File: config.mk
export PLATFORM = sky130hd
export DESIGN_NAME = i2c_scl_timer
export DESIGN_NICKNAME = d
export VERILOG_FILES = /design/src/rtl/scl_timer_pkg.sv /design/src/rtl/scl_cfg_regs.sv /design/src/rtl/scl_prescaler.sv /design/src/rtl/i2c_scl_timer.sv
export SDC_FILE = /design/constraint.sdc
export NUM_CORES = 1
export LEC_CHECK = 0
export BUFFER_PORTS_ARGS = -buffer_cell sky130_fd_sc_hd__buf_2
export CAP_MARGIN = 20
export CORE_ASPECT_RATIO = 1.75
export CORE_MARGIN = 2
export CORE_UTILIZATION = 35
export CTS_CLUSTER_SIZE = 14
export DETAILED_ROUTE_END_ITERATION = 10
export GPL_TIMING_DRIVEN = 1
export PLACE_DENSITY = 0.52
export SLEW_MARGIN = 20
export SYNTH_ARGS = -nofsm -noshare
export SYNTH_HDL_FRONTEND = slang
export SYNTH_SLANG_ARGS = --single-unit
File: constraint.sdc
create_clock -name clk -period 8.7 [get_ports clk]
set_clock_uncertainty 0.1 [all_clocks]
set_input_delay 0.87 -clock clk [delete_from_list [all_inputs] [get_ports clk]]
set_output_delay 0.87 -clock clk [all_outputs]
set_load 0.02 [all_outputs]
File: src/rtl/scl_timer_pkg.sv
package scl_timer_pkg;
    typedef enum logic [1:0] {
        PH_IDLE = 2'd0,
        PH_LOW  = 2'd1,
        PH_HIGH = 2'd2
    } phase_e;
endpackage

File: src/rtl/scl_cfg_regs.sv
// Timing registers: loaded only while disabled; field chosen by speed mode.
module scl_cfg_regs #(
    parameter int CW = 8,
    parameter int PW = 8
) (
    input  logic            clk,
    input  logic            rst_n,
    input  logic            enable,
    input  logic            cfg_we,
    input  logic [PW-1:0]   psc_in,
    input  logic [2*CW-1:0] low_in,
    input  logic [2*CW-1:0] high_in,
    input  logic            hs,
    output logic [PW-1:0]   psc_o,
    output logic [CW-1:0]   low_o,
    output logic [CW-1:0]   high_o
);
    typedef struct packed {
        logic [PW-1:0]   psc;
        logic [2*CW-1:0] low;
        logic [2*CW-1:0] high;
    } cfg_t;

    cfg_t r_d, r_q;

    always_comb begin
        r_d = r_q;
        if (cfg_we && !enable) begin
            r_d.psc  = psc_in;
            r_d.low  = low_in;
            r_d.high = high_in;
        end
    end

    always_ff @(posedge clk or negedge rst_n) begin
        if (!rst_n) r_q <= '0;
        else        r_q <= r_d;
    end

    assign psc_o  = r_q.psc;
    assign low_o  = hs ? r_q.low[2*CW-1:CW]  : r_q.low[CW-1:0];
    assign high_o = hs ? r_q.high[2*CW-1:CW] : r_q.high[CW-1:0];

    p_cfg_frozen_r8: assert property (@(posedge clk) disable iff (!rst_n)
        enable |=> (r_q == $past(r_q)));
endmodule

File: src/rtl/scl_prescaler.sv
// Tick generator: divides by div+1, or passes every cycle when bypassed.
module scl_prescaler #(
    parameter int PW = 8
) (
    input  logic          clk,
    input  logic          rst_n,
    input  logic          restart,
    input  logic          bypass,
    input  logic [PW-1:0] div,
    output logic          tick,
    output logic          at_zero
);
    logic [PW-1:0] pcnt_d, pcnt_q;

    always_comb begin
        pcnt_d = pcnt_q + 1'b1;
        if (restart || bypass || pcnt_q == div)
            pcnt_d = '0;
    end

    always_ff @(posedge clk or negedge rst_n) begin
        if (!rst_n) pcnt_q <= '0;
        else        pcnt_q <= pcnt_d;
    end

    assign tick    = bypass || (pcnt_q == div);
    assign at_zero = (pcnt_q == '0);

    p_restart_clears_r2: assert property (@(posedge clk) disable iff (!rst_n)
        (restart || bypass) |=> at_zero);
endmodule

File: src/rtl/i2c_scl_timer.sv
module i2c_scl_timer #(
    parameter int CW       = 8,
    parameter int PW       = 8,
    parameter int LOW_OFS  = 7,
    parameter int HIGH_OFS = 5
) (
    input  logic            clk,
    input  logic            rst_n,
    input  logic            enable,
    input  logic            cfg_we,
    input  logic [PW-1:0]   psc_val,
    input  logic [2*CW-1:0] low_cfg,
    input  logic [2*CW-1:0] high_cfg,
    input  logic            clk_req,
    input  logic            hs_sel,
    output logic            scl_req,
    output logic            drive_stb,
    output logic            sample_stb
);
    import scl_timer_pkg::*;

    localparam int NW = CW + 1;

    typedef struct packed {
        phase_e        phase;
        logic [NW-1:0] cnt;
        logic          hs;
    } st_t;

    st_t s_d, s_q;

    logic [PW-1:0] psc_w;
    logic [CW-1:0] low_w, high_w;
    logic          tick, pre_zero;
    logic [NW-1:0] lo_lim, hi_lim, mid;

    scl_cfg_regs #(.CW(CW), .PW(PW)) u_cfg (
        .clk(clk), .rst_n(rst_n), .enable(enable), .cfg_we(cfg_we),
        .psc_in(psc_val), .low_in(low_cfg), .high_in(high_cfg),
        .hs(s_q.hs), .psc_o(psc_w), .low_o(low_w), .high_o(high_w)
    );

    scl_prescaler #(.PW(PW)) u_pre (
        .clk(clk), .rst_n(rst_n), .restart(s_q.phase == PH_IDLE),
        .bypass(s_q.hs), .div(psc_w), .tick(tick), .at_zero(pre_zero)
    );

    assign lo_lim = NW'(low_w)  + NW'(LOW_OFS);
    assign hi_lim = NW'(high_w) + NW'(HIGH_OFS);
    assign mid    = hi_lim >> 1;

    always_comb begin
        s_d = s_q;
        if (!enable) begin
            s_d.phase = PH_IDLE;
            s_d.cnt   = '0;
            s_d.hs    = 1'b0;
        end else begin
            case (s_q.phase)
                PH_IDLE: begin
                    if (clk_req) begin
                        s_d.phase = PH_LOW;
                        s_d.cnt   = '0;
                        s_d.hs    = 1'b0;
                    end
                end
                PH_LOW: begin
                    if (tick) begin
                        if (s_q.cnt == lo_lim - 1'b1) begin
                            s_d.phase = PH_HIGH;
                            s_d.cnt   = '0;
                            s_d.hs    = hs_sel;
                        end else begin
                            s_d.cnt = s_q.cnt + 1'b1;
                        end
                    end
                end
                PH_HIGH: begin
                    if (tick) begin
                        if (s_q.cnt == hi_lim - 1'b1) begin
                            s_d.cnt = '0;
                            if (clk_req) begin
                                s_d.phase = PH_LOW;
                                s_d.hs    = hs_sel;
                            end else begin
                                s_d.phase = PH_IDLE;
                                s_d.hs    = 1'b0;
                            end
                        end else begin
                            s_d.cnt = s_q.cnt + 1'b1;
                        end
                    end
                end
                default: begin
                    s_d.phase = PH_IDLE;
                    s_d.cnt   = '0;
                    s_d.hs    = 1'b0;
                end
            endcase
        end
    end

    always_ff @(posedge clk or negedge rst_n) begin
        if (!rst_n) begin
            s_q.phase <= PH_IDLE;
            s_q.cnt   <= '0;
            s_q.hs    <= 1'b0;
        end else begin
            s_q <= s_d;
        end
    end

    assign scl_req    = (s_q.phase != PH_LOW);
    assign drive_stb  = (s_q.phase == PH_LOW)  && (s_q.cnt == '0) && pre_zero;
    assign sample_stb = (s_q.phase == PH_HIGH) && (s_q.cnt == mid) && pre_zero;

    p_idle_when_off_r9: assert property (@(posedge clk) disable iff (!rst_n)
        !enable |=> (scl_req && !drive_stb && !sample_stb));
    p_fall_drives_r4: assert property (@(posedge clk) disable iff (!rst_n)
        $fell(scl_req) |-> drive_stb);
    p_sample_in_high_r5: assert property (@(posedge clk) disable iff (!rst_n)
        sample_stb |-> (scl_req && !drive_stb));
    p_start_fast_r7: assert property (@(posedge clk) disable iff (!rst_n)
        (s_q.phase == PH_IDLE) |=> !s_q.hs);
endmodule

* Yosys cells after proc, flatten, opt, wreduce, memory -nomap -nowiden
Index checks and enable logic that the tools add are counted.
Operators by class: eq/ne operators 12, add/sub/neg operators 6, reductions and logical operators 14, muxes and demuxes 16
Operators by type and width (number):
- 2-to-1 mux 12 bit | 4
- case mux 12 bit (3 select lines) | 1
- 2-to-1 mux 8 bit | 3
- adder 8 x 3 -> 9 bit (second input constant) | 2
- equality test 9 bit | 2
- 2-to-1 mux 9 bit | 2
- subtractor 9 x 1 -> 9 bit (second input constant) | 2
- != test 3 bit (second input constant) | 5
- adder 9 x 1 -> 9 bit (second input constant) | 1
- equality test 9 x 8 -> 1 bit | 1
- zero test 9 bit | 1
- adder 8 x 1 -> 8 bit (second input constant) | 1
- equality test 8 bit | 1
- zero test 8 bit | 1
- logical AND 1 bit | 5
- AND reduction 5 bit | 1
- 2-to-1 mux 1 bit | 4
- 2-to-1 mux 2 bit | 2
- logical OR 1 bit | 3
- AND reduction 3 bit | 1
- equality test 2 x 1 -> 1 bit (second input constant) | 1
- equality test 2 bit (second input constant) | 1
- zero test 2 bit | 1
- != test 2 x 1 -> 1 bit (second input constant) | 1
- zero test 1 bit | 1
Storage, ports and cells: bits of input ports 46, flip-flop bits (word level) 60, output and inout bits 3, logic and storage cells 55

* Longest topological paths before layout
word-level depth 8, depth in mapped cells 15, gate-level depth less buffers 12

* Cells and area by module
Synthesis repeated with hierarchy kept, for this count alone.
Unflattened totals: cell total of the unflattened synthesis 369, area total of the unflattened synthesis 3988.8 um2
By module, submodules not included:
- scl_cfg_regs | area each 1794.2 um2, sequential area each 1001.0 um2, instances 1, cells an instance 111
- i2c_scl_timer | area each 1649.1 um2, sequential area each 300.3 um2, instances 1, cells an instance 206
- scl_prescaler | area each 545.5 um2, sequential area each 200.2 um2, instances 1, cells an instance 52

* Least setup slack after synthesis
No wires, ideal clock.
path type register to output, start register, netlist name s_q[0], end output port sample_stb, cell stages (with the launch flop) 13, arrival 2807 ps, path buffers 3, path slack 4923 ps, data required time 7730 ps, cells stage by stage dfrtp_1 > buf_6 > buf_12 > buf_8 > mux2_2 > ha_1 > o2111ai_1 > xor2_1 > mux2i_1 > nor2_1 > nor4b_1 > nand4_1 > nor2_1
On the way: longest elaborated chain between the ends 5
RTL lines:
- 2-to-1 mux 8 bit | RTL line scl_cfg_regs.sv:42 | assign high_o = hs ? r_q.high[2*CW-1:CW] : r_q.high[CW-1:0];
- adder 8 x 3 -> 9 bit | RTL line i2c_scl_timer.sv:49 | assign hi_lim = NW'(high_w) + NW'(HIGH_OFS);
- equality test 9 x 8 -> 1 bit | RTL line i2c_scl_timer.sv:115 | assign sample_stb = (s_q.phase == PH_HIGH) && (s_q.cnt == mid) && pre_zero;
- logical AND 1 bit (2 in series) | RTL line i2c_scl_timer.sv:115
- end: declaration | RTL line i2c_scl_timer.sv:18 | output logic sample_stb
Every way passes these cells.

* Worst setup path after layout
start register, netlist name s_q[0], end output port sample_stb
On the way: longest elaborated chain between the ends 5
RTL lines (RTL line):
- 2-to-1 mux 8 bit | scl_cfg_regs.sv:42
- adder 8 x 3 -> 9 bit | i2c_scl_timer.sv:49
- equality test 9 x 8 -> 1 bit | i2c_scl_timer.sv:115
- logical AND 1 bit (2 in series) | i2c_scl_timer.sv:115
Every way passes these cells.

==> results.sh <==
export IMPL_multi_input_area_um2=2580
export IMPL_crit_top_cell="nor2_1"
export IMPL_cts_root_buffer="clkbuf_16"
export IMPL_io_buffers=48
export IMPL_yosysWarnings=0
export IMPL_fin_cells=588
export IMPL_avgSynthCellArea_um2=10.6
export IMPL_vias=3293
export IMPL_dieArea_um2=13100
export IMPL_gp_congestion=0.842
export IMPL_critical_path_class="reg2out"
export IMPL_totalWireLength_mm=10.5
export IMPL_overflow=0
export IMPL_startpoint="s_q[0]"
export IMPL_p_clk_share_pct=31.1
export IMPL_syn_inst=403
export IMPL_crit_buf_inv=2
export IMPL_synth_async_reset_ratio_pct=100
export IMPL_fill_cells=1174
export IMPL_slowest_stage="buf_4"
export IMPL_seq_area_frac_synth_pct=35.3
export IMPL_combPwrFrac_pct=37.5
export IMPL_viasPerCell=5.60
export IMPL_holdCritPathClass="reg2reg"
export IMPL_worst_slack_ps=4330
export IMPL_drive_gt1_share_pct=31.0
export IMPL_tightest_slew_ps=784
export IMPL_cts_tree="done"
export IMPL_cp_required_ps=7730
export IMPL_crit_arrival_ps=3400
export IMPL_grt_start_max_net_pins=61
export IMPL_cts_hold_buf=0
export IMPL_crit_end="sample_stb"
export IMPL_core_area_um2=11900
export IMPL_fin_crit_ps=4370
export IMPL_crit_chain="buf_4, mux2_2, ha_1, o2111ai_1, xor2_1, mux2i_1, nor2_1, nor4b_1, nand4_1, nor2_1, buf_2"
export IMPL_cts_sinks=60
export IMPL_syn_area_um2=4260
export IMPL_regToRegEndpoint="s_q[0]"
export IMPL_hold_worst_slack_ps=405
export IMPL_htree_levels=3
export IMPL_slew_headroom_pct=47.8
export IMPL_grt_pass1_wl_mm=17.1
export IMPL_maxCapViolCount=0
export IMPL_seqPwrFrac_pct=31.4
export IMPL_tns_ps=0
export IMPL_crit_family="multiplexers"
export IMPL_antennaDiodeCount=0
export IMPL_fin_util_pct=41.0
export IMPL_dieWidth_um=87.4
export IMPL_first_pass_iters=4
export IMPL_worstSkewPairLatency_ps=340
export IMPL_dp_cells=571
export IMPL_r2r_slack_ps=4880
export IMPL_timing_final_crit_share_pct=50.2
export IMPL_slew_viol_final=0
export IMPL_design_area_um2=4900
export IMPL_worst_path_stages=11
export IMPL_antenna_found_initial=0
export IMPL_setup_viol=0
export IMPL_worstSetupEndpointType="primary output"
export IMPL_cts_clk_slew_worst_paths_ps=60
export IMPL_max_stage_delay_ps=450
export IMPL_synth_seq_cells=60
export IMPL_post_cts_resized=0
export IMPL_grt_usage_pct=17.1
export IMPL_reg2regPathDepth=11
export IMPL_sw_frac_of_total_pct=38.5
export IMPL_dp_hpwl_mm=7.86
export IMPL_outcome="completed"
export IMPL_ff_latch_area_um2=1500
export IMPL_met2_usage_pct=32.2
export IMPL_cts_buffers=9
export IMPL_cellLeakagePower_nw=1.96
export IMPL_post_cts_setup_buffer_count=0
export IMPL_critPathMaxFanout=41
export IMPL_timing_rr_start="s_q[0]"
export IMPL_die_y_um=150
export IMPL_globalRoute_busiestLayer="met2"
export IMPL_p_total_mw=1.19
export IMPL_synth_cell_types=75
export IMPL_synth_edf_count=0
export IMPL_start_util_pct=35.7
export IMPL_cts_path_max_buffers=2
export IMPL_placed_cell_area_um2=4570
export IMPL_final_nets=499
export IMPL_area_growth_pct=15.0
export IMPL_post_drt_wl_per_cell_um=17.8
export IMPL_intPower_mw=0.732
export IMPL_pin_count=49
export IMPL_p_per_area_nw_per_um2=243
export IMPL_drc=0
export IMPL_dp_slack_ps=4680
export IMPL_rows=53
export IMPL_start_kind="flip-flop"
export IMPL_peakVddDrop_mv=0.131
export IMPL_hold_viol_final=0
export IMPL_grtUsageMet1_pct=17.2
export IMPL_p_switching_mw=0.459
export IMPL_rsz0062_at_grt="false"
export IMPL_fmax_mhz=229
export IMPL_synth_nets=456
export IMPL_first_global_vias=3464
export IMPL_ant_nets=0
export IMPL_drtIter0Drc=91
export IMPL_synthFlopType="dfrtp_1"
export IMPL_grt_util_met3_pct=3.36
-- cells in the mapped netlist, types with 3 or more instances --
cell type  instances  share of area [%]
a211oi_1           3               0.53
a21oi_1           15                1.8
and2_1             3               0.44
and3_1            10                1.5
clkbuf_1          11               0.97
dfrtp_1           60                 35
ha_1               7                2.1
inv_1             15                1.3
mux2_2            42                 11
mux2i_1           16                3.8
nand2_1           13                1.1
nand2b_1           4               0.59
nand3_1           20                2.4
nand3b_1           3               0.53
nand4_1            9                1.3
nor2_1            26                2.3
nor2b_1            5               0.73
nor3_1             5               0.59
nor4_1             5               0.73
nor4b_1            3               0.62
o2111ai_1          4               0.82
o21a_1             3               0.53
o21ai_0            7               0.82
o21ai_1            8               0.94
o22a_1             3               0.62
xnor2_1           26                5.3
xor2_1            13                2.7
-- worst reg2reg max path, stage by stage (launching register included) --
cell and delay [ps]:
dfrtp_1 360, buf_4 450, mux2_2 440, ha_1 270
a221o_1 330, a2111oi_4 440, nand4_1 150, a311o_1 340
a31oi_4 210, a21oi_4 140, nor2_4 190, mux2i_1 300
-- sequential cells by signal (all words and copies together) (netlist names) --
name / flops
u_cfg.r_q: 32
s_q: 12
u_cfg.psc_o: 8
u_pre.pcnt_q: 8
-- layout make-up --
| cell class | count | share of cell area, % |
|---|---|---|
| clock buffers | 9 | 4.60 |
| repair buffers | 51 | 5.62 |
| multi-input cells | 308 | 52.8 |
| inverters | 16 | 1.23 |
| flip-flops and latches | 60 | 30.7 |
| clock inverters | 7 | 1.64 |
| well taps | 137 | 3.50 |
-- cells by family (layout without fill, tap and decap cells) --
logic type / Yosys count / count (layout) / synth area share [%]
multiplexers: 62 / 62 / 16.3
XOR/XNOR: 43 / 43 / 9.84
buffers and inverters: 35 / 83 / 4.23
AO/OA/AOI/OAI: 76 / 76 / 15.2
AND/OR/NAND/NOR: 120 / 120 / 17.1
adder cells (fa/ha/maj): 7 / 7 / 2.06
flip-flops: 60 / 60 / 35.3
-- worst min-delay path by stage --
| stage | startpoint | to | slack, ps | depth (start not counted) |
|---|---|---|---|---|
| 3_3_place_gp | u_cfg.r_q[24] | u_cfg.r_q[24] | 390 | 1 |
| 5_1_grt | u_cfg.r_q[16] | u_cfg.r_q[16] | 440 | 1 |
| 2_1_floorplan | u_cfg.r_q[16] | u_cfg.r_q[16] | 380 | 1 |
| 6_report | u_cfg.r_q[24] | u_cfg.r_q[24] | 400 | 1 |
| 4_1_cts | u_cfg.r_q[24] | u_cfg.r_q[24] | 410 | 1 |
| 3_5_place_dp | u_cfg.r_q[24] | u_cfg.r_q[24] | 400 | 1 |
-- routing by layer --
layer	routed length, um	up-vias
met2	5900	78
met1	3880	1618
met4	329	0
met5	0	-
li1	-	1572
met3	375	25
-- power by group through the flow --
stage	Clock [mW]	Sequential, mW	Combinational, mW
CTS	0.379	0.374	0.450
global placement	0	0.379	0.440
global route	0.391	0.382	0.492
detailed placement	0	0.380	0.446
finish	0.371	0.374	0.446
floorplan	0	0.359	0.365
-- cell usage in the layout (no fill, tap or decap), types with 10 or more instances in the layout --
cell type / netlist / layout
xor2_1: 13 / 13
and3_1: 10 / 10
nand3_1: 20 / 20
mux2_2: 42 / 42
nor2_1: 26 / 26
nand2_1: 13 / 13
dfrtp_1: 60 / 60
buf_2: 2 / 48
a21oi_1: 15 / 15
inv_1: 15 / 15
mux2i_1: 16 / 16
xnor2_1: 26 / 26
Power figures use the tool's default switching activity.
